**src/rtl/brpc_pkg.sv**
```systemverilog
package brpc_pkg;

  typedef enum logic [1:0] {
    BK_NONE   = 2'd0,
    BK_UNCOND = 2'd1,
    BK_REGTST = 2'd2,
    BK_FLAG   = 2'd3
  } br_kind_e;

  localparam logic [5:0] OPC_JUMP   = 6'b000101;
  localparam logic [7:0] OPC_ZTEST  = 8'b10110100;
  localparam logic [7:0] OPC_NZTEST = 8'b10110101;
  localparam logic [7:0] OPC_FLAGBR = 8'b01010100;

  localparam int JUMP_IMM_W = 26;
  localparam int TEST_IMM_W = 19;
  localparam int SEL_W      = 5;

  typedef enum logic [SEL_W-1:0] {
    CS_ZSET  = 5'd0,
    CS_ZCLR  = 5'd1,
    CS_CSET  = 5'd2,
    CS_CCLR  = 5'd3,
    CS_NSET  = 5'd4,
    CS_NCLR  = 5'd5,
    CS_VSET  = 5'd6,
    CS_VCLR  = 5'd7,
    CS_UHI   = 5'd8,
    CS_ULE   = 5'd9,
    CS_SGE   = 5'd10,
    CS_SLT   = 5'd11,
    CS_SGT   = 5'd12,
    CS_SLE   = 5'd13
  } cond_sel_e;

  localparam int FLG_N = 3;
  localparam int FLG_Z = 2;
  localparam int FLG_C = 1;
  localparam int FLG_V = 0;

endpackage

```
**src/rtl/brpc_decode.sv**
```systemverilog
module brpc_decode
  import brpc_pkg::*;
#(
  parameter int XLEN = 64,
  parameter int ILEN = 32
) (
  input  logic [ILEN-1:0]  instr,
  output br_kind_e         kind,
  output logic             test_nonzero,
  output logic [SEL_W-1:0] sel,
  output logic [XLEN-1:0]  offset_bytes
);

  localparam int JUMP_EXT = XLEN - JUMP_IMM_W - 2;
  localparam int TEST_EXT = XLEN - TEST_IMM_W - 2;

  logic [JUMP_IMM_W-1:0] jump_imm;
  logic [TEST_IMM_W-1:0] test_imm;
  logic [XLEN-1:0]       jump_off;
  logic [XLEN-1:0]       test_off;

  generate
    if (XLEN < JUMP_IMM_W + 2 || ILEN != 32) begin : g_bad_cfg
      initial $error("brpc_decode: unsupported width configuration");
    end
  endgenerate

  assign jump_imm = instr[JUMP_IMM_W-1:0];
  assign test_imm = instr[TEST_IMM_W+SEL_W-1:SEL_W];
  assign sel      = instr[SEL_W-1:0];

  // sign-extend word counts, then scale to bytes
  assign jump_off = {{JUMP_EXT{jump_imm[JUMP_IMM_W-1]}}, jump_imm, 2'b00};
  assign test_off = {{TEST_EXT{test_imm[TEST_IMM_W-1]}}, test_imm, 2'b00};

  always_comb begin
    kind         = BK_NONE;
    test_nonzero = 1'b0;
    if (instr[31:26] == OPC_JUMP) begin
      kind = BK_UNCOND;
    end else if (instr[31:24] == OPC_ZTEST) begin
      kind = BK_REGTST;
    end else if (instr[31:24] == OPC_NZTEST) begin
      kind         = BK_REGTST;
      test_nonzero = 1'b1;
    end else if (instr[31:24] == OPC_FLAGBR) begin
      kind = BK_FLAG;
    end
  end

  always_comb begin
    unique case (kind)
      BK_UNCOND: offset_bytes = jump_off;
      BK_REGTST,
      BK_FLAG:   offset_bytes = test_off;
      default:   offset_bytes = '0;
    endcase
  end

endmodule

```
**src/rtl/brpc_cond.sv**
```systemverilog
module brpc_cond
  import brpc_pkg::*;
(
  input  logic [3:0]       flags_nzcv,
  input  logic [SEL_W-1:0] sel,
  output logic             pass
);

  logic fn, fz, fc, fv, sge;

  assign fn  = flags_nzcv[FLG_N];
  assign fz  = flags_nzcv[FLG_Z];
  assign fc  = flags_nzcv[FLG_C];
  assign fv  = flags_nzcv[FLG_V];
  assign sge = (fn == fv);

  always_comb begin
    case (sel)
      CS_ZSET: pass = fz;
      CS_ZCLR: pass = !fz;
      CS_CSET: pass = fc;
      CS_CCLR: pass = !fc;
      CS_NSET: pass = fn;
      CS_NCLR: pass = !fn;
      CS_VSET: pass = fv;
      CS_VCLR: pass = !fv;
      CS_UHI:  pass = fc && !fz;
      CS_ULE:  pass = !fc || fz;
      CS_SGE:  pass = sge;
      CS_SLT:  pass = !sge;
      CS_SGT:  pass = !fz && sge;
      CS_SLE:  pass = fz || !sge;
      default: pass = 1'b0;
    endcase
  end

endmodule

```
**src/rtl/brpc_pc_reg.sv**
```systemverilog
module brpc_pc_reg #(
  parameter int XLEN = 64,
  parameter logic [XLEN-1:0] RESET_PC = '0
) (
  input  logic            clk,
  input  logic            rst_n,
  input  logic            en,
  input  logic [XLEN-1:0] d,
  output logic [XLEN-1:0] q
);

  logic [XLEN-1:0] q_nxt;

  always_comb begin
    q_nxt = q;
    if (en) begin
      q_nxt = d;
    end
  end

  always_ff @(posedge clk or negedge rst_n) begin
    if (!rst_n) begin
      q <= RESET_PC;
    end else begin
      q <= q_nxt;
    end
  end

endmodule

```
**src/rtl/brpc_unit.sv**
```systemverilog
module brpc_unit
  import brpc_pkg::*;
#(
  parameter int XLEN = 64,
  parameter int ILEN = 32
) (
  input  logic            clk,
  input  logic            rst_n,
  input  logic            pc_en,
  input  logic [ILEN-1:0] instr,
  input  logic [XLEN-1:0] rt_val,
  input  logic [3:0]      flags_nzcv,
  output logic [XLEN-1:0] pc_q,
  output logic            br_taken,
  output logic [XLEN-1:0] br_target,
  output logic [XLEN-1:0] pc_next
);

  localparam logic [XLEN-1:0] STEP_BYTES = XLEN'(ILEN / 8);

  br_kind_e         kind;
  logic             test_nonzero;
  logic [SEL_W-1:0] sel;
  logic [XLEN-1:0]  offset_bytes;
  logic             cond_pass;
  logic             rt_is_zero;
  logic [XLEN-1:0]  pc_seq;

  brpc_decode #(.XLEN(XLEN), .ILEN(ILEN)) dec_i (
    .instr        (instr),
    .kind         (kind),
    .test_nonzero (test_nonzero),
    .sel          (sel),
    .offset_bytes (offset_bytes)
  );

  brpc_cond cond_i (
    .flags_nzcv (flags_nzcv),
    .sel        (sel),
    .pass       (cond_pass)
  );

  assign rt_is_zero = (rt_val == '0);
  assign pc_seq     = pc_q + STEP_BYTES;

  always_comb begin
    unique case (kind)
      BK_UNCOND: br_taken = 1'b1;
      BK_REGTST: br_taken = test_nonzero ? !rt_is_zero : rt_is_zero;
      BK_FLAG:   br_taken = cond_pass;
      default:   br_taken = 1'b0;
    endcase
  end

  assign br_target = (kind == BK_NONE) ? pc_seq : (pc_q + offset_bytes);
  assign pc_next   = br_taken ? br_target : pc_seq;

  brpc_pc_reg #(.XLEN(XLEN)) pc_i (
    .clk   (clk),
    .rst_n (rst_n),
    .en    (pc_en),
    .d     (pc_next),
    .q     (pc_q)
  );

endmodule

```
**config.mk**
```make
export PLATFORM = sky130hd
export DESIGN_NAME = brpc_unit
export DESIGN_NICKNAME = d
export VERILOG_FILES = /design/src/rtl/brpc_pkg.sv /design/src/rtl/brpc_decode.sv /design/src/rtl/brpc_cond.sv /design/src/rtl/brpc_pc_reg.sv /design/src/rtl/brpc_unit.sv
export SDC_FILE = /design/constraint.sdc
export NUM_CORES = 1
export LEC_CHECK = 0
export BUFFER_PORTS_ARGS = -buffer_cell sky130_fd_sc_hd__clkbuf_2
export CAP_MARGIN = 15
export CORE_ASPECT_RATIO = 0.5
export CORE_MARGIN = 4
export CORE_UTILIZATION = 49
export CTS_CLUSTER_DIAMETER = 40
export DETAILED_ROUTE_END_ITERATION = 8
export GPL_TIMING_DRIVEN = 0
export PLACE_DENSITY = 0.8
export SLEW_MARGIN = 15
export SYNTH_ARGS = -nofsm -noshare
export SYNTH_HDL_FRONTEND = slang
export SYNTH_SLANG_ARGS = --single-unit
```
**constraint.sdc**
```tcl
create_clock -name clk -period 6.9 [get_ports clk]
set_input_delay 1.38 -clock clk [delete_from_list [all_inputs] [get_ports clk]]
set_output_delay 1.38 -clock clk [all_outputs]
set_load 0.01 [all_outputs]
```
Yosys cells after proc, flatten, opt, wreduce, memory -nomap -nowiden
Cells that the tools add are included.
{"block": "totals", "ff_bits": 64, "input_bits": 103, "out_inout_bits": 193, "word_cells": 51}
{"block": "op_classes", "add_sub_neg": 2, "n_eq_ne": 21, "n_mux": 13, "reduce_logical": 14}
{"operator": "$mux W64", "n": 2}
{"operator": "$pmux W64 S2", "n": 1}
{"operator": "$add A64 B3 Y64 const B", "n": 1}
{"operator": "$add A64 B64 Y64", "n": 1}
{"operator": "$logic_not A64 Y1", "n": 1}
{"operator": "$eq A5 B4 Y1 const B", "n": 6}
{"operator": "$eq A5 B3 Y1 const B", "n": 4}
{"operator": "$eq A8 B8 Y1 const B", "n": 2}
{"operator": "$pmux W1 S14", "n": 1}
{"operator": "$eq A5 B2 Y1 const B", "n": 2}
{"operator": "$eq A8 B7 Y1 const B", "n": 1}
{"operator": "$mux W2", "n": 4}
{"operator": "$eq A6 B3 Y1 const B", "n": 1}
{"operator": "$logic_not A1 Y1", "n": 6}
{"operator": "$eq A5 B1 Y1 const B", "n": 1}
{"operator": "$logic_not A5 Y1", "n": 1}
{"operator": "$eq A2 B2 Y1 const B", "n": 2}
{"operator": "$mux W1", "n": 4}
{"operator": "$pmux W1 S3", "n": 1}
{"operator": "$eq A2 B1 Y1 const B", "n": 1}
{"operator": "$logic_and A1 B1 Y1", "n": 2}
{"operator": "$logic_not A2 Y1", "n": 1}
{"operator": "$logic_or A1 B1 Y1", "n": 2}
{"operator": "$reduce_or A2 Y1", "n": 1}
{"operator": "$eq A1 B1 Y1", "n": 1}

Logic depth before layout (Yosys ltp)
{"block": "depth", "depth_word": 11, "mapped_depth": 20, "mapped_depth_nobuf": 15}

Cells and area by module
From an unflattened synthesis, not the netlist that was laid out.
{"block": "hier_totals", "hier_cells": 1278, "area_unflattened_um2": 10171.0}
{"module": "brpc_unit", "n_inst": 1, "cells_each": 1036, "area_each_um2": 6618.8, "seq_area_each_um2": 0.0}
{"module": "brpc_pc_reg", "n_inst": 1, "cells_each": 135, "area_each_um2": 2678.8, "seq_area_each_um2": 1601.5}
{"module": "brpc_decode", "n_inst": 1, "cells_each": 87, "area_each_um2": 706.9, "seq_area_each_um2": 0.0}
{"module": "brpc_cond", "n_inst": 1, "cells_each": 20, "area_each_um2": 166.4, "seq_area_each_um2": 0.0}

Least setup slack after synthesis
OpenSTA, ideal clock, no wires.
{"block": "synth_path", "kind": "in2out", "start": "input port instr[27]", "end": "output port br_target[57]", "t_arrival_ns": 5.536, "required_ns": 5.520, "slack_ns": -0.016, "cell_stages": 19, "n_path_buf": 5, "path_cell_list": "nand3b_1 -> nor4_2 -> or2_2 -> clkbuf_1 -> buf_2 -> buf_2 -> clkbuf_1 -> and2_1 -> ha_1 -> clkbuf_1 -> nand2_1 -> nor2_1 -> a221o_1 -> a22oi_1 -> a21oi_1 -> nor3_1 -> or2b_2 -> xnor2_1 -> o21ai_0"}
{"block": "synth_via", "elab_chain_cells": 10, "elab_cells_between_ends": 16, "classes_between": "add/sub: 1; eq/ne: 7; mux: 6; reduce/logical: 2"}
{"item": "start, declared", "line_no": "brpc_unit.sv:10", "source": "input logic [ILEN-1:0] instr,"}
{"item": "$eq A8 B7 Y1", "line_no": "brpc_decode.sv:46", "source": "end else if (instr[31:24] == OPC_FLAGBR) begin"}
{"item": "$mux W2", "line_no": "brpc_decode.sv:46"}
{"item": "$mux W2", "line_no": "brpc_decode.sv:43", "source": "end else if (instr[31:24] == OPC_NZTEST) begin"}
{"item": "$mux W2", "line_no": "brpc_decode.sv:41", "source": "end else if (instr[31:24] == OPC_ZTEST) begin"}
{"item": "$mux W2 *", "line_no": "brpc_decode.sv:39", "source": "if (instr[31:26] == OPC_JUMP) begin"}
{"item": "$eq A2 B2 Y1", "line_no": "brpc_decode.sv:52", "source": "unique case (kind)"}
{"item": "$reduce_or A2 Y1", "line_no": "brpc_decode.sv:52"}
{"item": "$pmux W64 S2", "line_no": "brpc_decode.sv:52"}
{"item": "$add A64 B64 Y64", "line_no": "brpc_unit.sv:55", "source": "assign br_target = (kind == BK_NONE) ? pc_seq : (pc_q + offset_bytes);"}
{"item": "$mux W64 *", "line_no": "brpc_unit.sv:55"}
{"item": "end, declared", "line_no": "brpc_unit.sv:15", "source": "output logic [XLEN-1:0] br_target,"}
Every way passes the cells marked *; elsewhere a longest branch is shown, timed or not.

Worst setup path after layout
{"block": "layout_path", "start": "input port instr[24]", "end": "output port br_target[62]"}
{"block": "layout_via", "elab_chain_cells": 10, "elab_cells_between_ends": 15, "classes_between": "add/sub: 1; eq/ne: 6; mux: 6; reduce/logical: 2"}
{"item": "$eq A8 B7 Y1", "line_no": "brpc_decode.sv:46"}
{"item": "$mux W2", "line_no": "brpc_decode.sv:46"}
{"item": "$mux W2", "line_no": "brpc_decode.sv:43"}
{"item": "$mux W2", "line_no": "brpc_decode.sv:41"}
{"item": "$mux W2", "line_no": "brpc_decode.sv:39"}
{"item": "$eq A2 B2 Y1", "line_no": "brpc_decode.sv:52"}
{"item": "$reduce_or A2 Y1", "line_no": "brpc_decode.sv:52"}
{"item": "$pmux W64 S2", "line_no": "brpc_decode.sv:52"}
{"item": "$add A64 B64 Y64", "line_no": "brpc_unit.sv:55"}
{"item": "$mux W64 *", "line_no": "brpc_unit.sv:55"}
Marked as above.

==> qor.log <==
[outcome] result of the run complete, no violations
[timing] remaining max-slew budget at the tightest pin 0.265
[finish] # nets final 1821
[setup_path] required time of the worst setup path 5.52 ns
[floorplanning] width of the chip 209 um
[pwr] Net Sw Frac 0.542
[setup_path] CP max stage delay 0.35 ns
[pwr] power share of the combinational group 0.635
[placed_design] worst slack at placement -2.22 ns
[floorplanning] area of the core 0.0196 mm2
[grt] number of global-route vias before repair 11.3k
[clock_network] later-pin clock latency in the skew report 0.37 ns
[detailed_routing] total via count in the routed design 12.4k
[logic_synthesis] top flip-flop cell by instance count after synthesis dfrtp_1
[setup_path] CP Buf/Inv Count 5
[timing] final slew viol count 0
[setup_path] Arr. time, crit path 5.49 ns
[setup_path] Critical Path End Type output port
[finish] share of post-route cells with drive strength above 1 0.291
[floorplanning] area of the die 0.0226 mm2
[grt] total routing usage reported by global routing 0.379
[setup_path] cell count of the worst reg-to-reg path 12
[setup_path] Critical Path Slowest Stage Cell a2111oi_4
[pwr] pwr dens 294 mW/mm2
[clock_network] clock transition at the registers of the reported paths 0.06 ns
[hold_path] worst hold path cell count 1
[timing] part of the cycle the worst path needs 0.996
[placed_design] count of port buffers added during placement 288
[timing] Fin Setup TNS 0 ns
[logic_synthesis] average cell area after synthesis 7.42 um2
[logic_synthesis] Warnings, synthesis 0
[floorplanning] row cnt 36
[clock_network] CTS tree built
[finish] registers with the most flip-flops pc_i.q: 62 flops
[timing] Post-Route Skew 0.0131 ns
[logic_synthesis] sequential cell area fraction in the yosys report 0.157
[clock_network] Max clock buf depth 2
[clock_network] count of hold buffers inserted by post-cts repair 0
[hold_path] launch point of the worst hold path pc_i.q[36]$_DFFE_PN0P_
[logic_synthesis] instance count of the mapped netlist 1329
[setup_path] Worst R2R Setup Slack 3.22 ns
[timing] Fmax achieved 0.146 GHz
[logic_synthesis] number of storage elements in the synthesis netlist 62
[clock_network] Sinks on Clock Net 62
[run] max-capacitance violation count 0
[grt] wire length of the first global-routing pass 66700 um
[logic_synthesis] post-synthesis instance area 0.00986 mm2
[floorplanning] initial core utilization 0.503
[finish] synth-to-layout area growth 26.2%
[detailed_routing] post-DR vias/cell 6.41
[clock_network] CTS Root Cell clkbuf_16
[detailed_routing] Initial DRT Pass Iterations 6
[grt] leftover overflow at the end of global routing 0
[setup_path] cell-by-cell trace of the critical path clkbuf_2 > nor4b_2 > o21a_2 > clkbuf_4 > a22o_1 > ha_1 > fa_2 > a211oi_2 > o21ai_2 > o21ai_2 > a2111oi_4 > buf_4 > o211ai_1 > buf_4 > o211ai_1 > a41oi_2 > xnor2_1 > o21ai_0 > clkbuf_2
[clock_network] total clock buffers created by CTS 9
[timing] post-route minimum period 6.87 ns
[setup_path] worst-path maximum fanout 10
[floorplanning] Top-Level Pins 296
[timing] setup repair after global routing missed its margin yes
[setup_path] reg-to-reg endpoint pc_i.q[60]$_DFFE_PN0P_
[pwr] Sequential Power Share 0.233
[pwr] power consumption 3.66 mW
[detailed_routing] number of design rule violations left after detail routing 0
[logic_synthesis] synth unique cells 91
[detailed_routing] final WL 45300 um
[detailed_routing] average routed wire per standard cell 23.5 um
[placed_design] GPL Wtd Cong 1.02
[pwr] Net Switching 1.99 mW
[pwr] Int Power 1.67 mW
[setup_path] type of the worst setup path input port to output port
[finish] max FFs per register 62
[setup_path] first element of the critical path instr[24]
[pwr] Max VDD drop 0.183 mV
[timing] number of endpoints with negative hold slack in the final report 0
[floorplanning] vertical die dimension 108 um
[timing] final setup margin 0.0275 ns
[setup_path] Crit path max-delay family compound AO/OA/AOI/OAI gates
[detailed_routing] antenna viol nets, final 0
[setup_path] startpoint types input port
[finish] total of fill cells in the finished design 1825
[logic_synthesis] async set-reset flop share out of synthesis 1.00
[logic_synthesis] count of flip-flops with a built-in enable after synthesis 0
[finish] register with the highest flop count pc_i.q
[placed_design] cell count after placement 1890
[pwr] standby leakage power 5.57 nW
[timing] measured slew at the worst slew-check pin 1.09 ns
[placed_design] DP Wirelength 35900 um
[hold_path] Hold Path Sink pc_i.q[36]$_DFFE_PN0P_
[grt] pin count of the biggest net entering global routing 47
[finish] Final Instance Count excl. Fillers 1929
[clock_network] # H-tree levels 3
[detailed_routing] drt initial violations 1541
[setup_path] Critical R2R Launch pc_i.q[2]$_DFFE_PN0P_
[grt] number of antenna violations at the first check in global routing 0
[pwr] portion of total power attributed to the clock network 0.131
[timing] Final Setup Violations 0
[hold_path] type of the worst min-delay path flop to flop
[repair_timing]
action                     in CTS  in global routing
gates resized for setup        31                 39
buffers inserted               10                 14
pin swaps                       9                 10
setup endpoints to repair      89                 49
cloned                          1                  0
[stage by stage]
step / hold slack (ns) / util / cell area (um2)
floorplan: 0.599 / - / 9890
global placement: 0.615 / 0.595 / 11700
detailed placement: 0.626 / 0.598 / 11700
CTS: 0.640 / 0.622 / 12200
global route: 0.670 / 0.635 / 12400
finish: 0.636 / 0.635 / 12400
[worst max-delay path by stage]
stage	to	slack (ns)	depth (start not counted)
after floorplan	br_target[57]	0.11	19
after global placement	br_target[34]	-2.18	19
after detailed placement	br_target[58]	-2.22	19
after CTS	pc_next[34]	0.005	17
after global routing	br_target[62]	-0.04	19
final	br_target[62]	0.03	19
[cell usage in the layout (no fill, tap or decap), types with 5 or more instances in the layout]
master,Yosys,final
a211oi_1,11,9
a21o_1,25,25
a21oi_1,120,110
a21oi_2,0,8
a221o_1,6,6
a22o_1,19,19
and2_1,10,10
and3_1,20,20
and4_1,8,8
buf_2,12,11
buf_4,11,34
clkbuf_1,44,35
clkbuf_16,0,9
clkbuf_2,0,288
conb_1,1,6
dfrtp_1,62,62
ha_1,62,58
inv_1,30,30
mux2_2,41,41
mux2i_1,57,55
nand2_1,163,160
nand2b_1,6,6
nand3_1,44,44
nand4_1,35,35
nor2_1,114,110
nor2_2,1,5
nor2b_1,6,6
nor3_1,26,25
nor4_1,26,25
o211ai_1,11,11
o21a_1,16,15
o21ai_0,89,87
o21bai_1,13,13
o31ai_1,7,6
or2_2,5,5
xnor2_1,65,65
xor2_1,54,53
[area by class of cell]
class / count / area, um2 / share of cell area
Multi-Input combinational cell: 1170 / 8100 / 0.651
Timing Repair Buffer: 314 / 1680 / 0.135
Sequential cell: 62 / 1550 / 0.125
Buffer: 67 / 378 / 0.0304
Tap cell: 266 / 333 / 0.0267
Clock buffer: 9 / 225 / 0.0181
Inverter: 31 / 116 / 0.00935
Clock inverter: 7 / 62.6 / 0.00503
Antenna cell: 3 / 7.51 / 0.000603
[layer usage]
metal,global-route usage,up-vias,part of all wire
met4,0.129,0,0.034
met5,0,-,0
li1,-,5584,-
met2,0.594,802,0.44
met1,0.538,5874,0.42
met3,0.0588,107,0.11
[Yosys cell counts (all sizes together), types with 7 or more instances]
cell type | number | area share
and4 | 10 | 0.0091
mux2 | 41 | 0.047
ha | 62 | 0.079
nand3 | 46 | 0.024
clkbuf | 47 | 0.021
o21ai | 94 | 0.048
mux2i | 57 | 0.058
inv | 30 | 0.011
buf | 25 | 0.017
o21bai | 13 | 0.0099
o21a | 16 | 0.012
xor2 | 55 | 0.050
o31ai | 7 | 0.0053
nand4 | 37 | 0.025
and2 | 10 | 0.0063
o211ai | 11 | 0.0084
or3 | 7 | 0.0051
a211oi | 11 | 0.0084
dfrtp | 62 | 0.16
and3 | 24 | 0.016
nor4 | 27 | 0.018
nor2 | 116 | 0.045
xnor2 | 65 | 0.058
a22o | 19 | 0.017
a21oi | 120 | 0.061
nor3 | 30 | 0.018
a21o | 25 | 0.019
nand2 | 164 | 0.063
[power by group through the flow]
stage,sequential [mW],combinational (mW),clock [mW]
final,0.854,2.33,0.481
after global routing,0.869,2.51,0.492
after CTS,0.833,2.26,0.480
after detailed placement,0.839,2.23,0
after global placement,0.829,2.20,0
after floorplan,0.789,1.34,0
[worst reg2reg max path, delay by kind of cell (launching register included)]
family,cells,cell delay [ns]
xor gates and xnor gates,1,0.30
AOI/OAI and AO/OA,6,1.26
adders and majority gates,2,0.70
DFF,1,0.48
and+or+nand+nor,2,0.62
buffers and inverters,1,0.16
[kinds of logic (layout without fill, tap and decap cells)]
group | Yosys count | count (layout) | share of synthesized area
simple gates | 505 | 506 | 0.254
compound gates | 376 | 376 | 0.244
xor+xnor | 120 | 120 | 0.107
buf+inv | 103 | 428 | 0.0495
mux | 99 | 99 | 0.107
fa+ha+maj | 63 | 63 | 0.0807
flops | 62 | 62 | 0.157
other cells | 1 | 9 | 0.000380
Power figures use the tool's default switching activity.
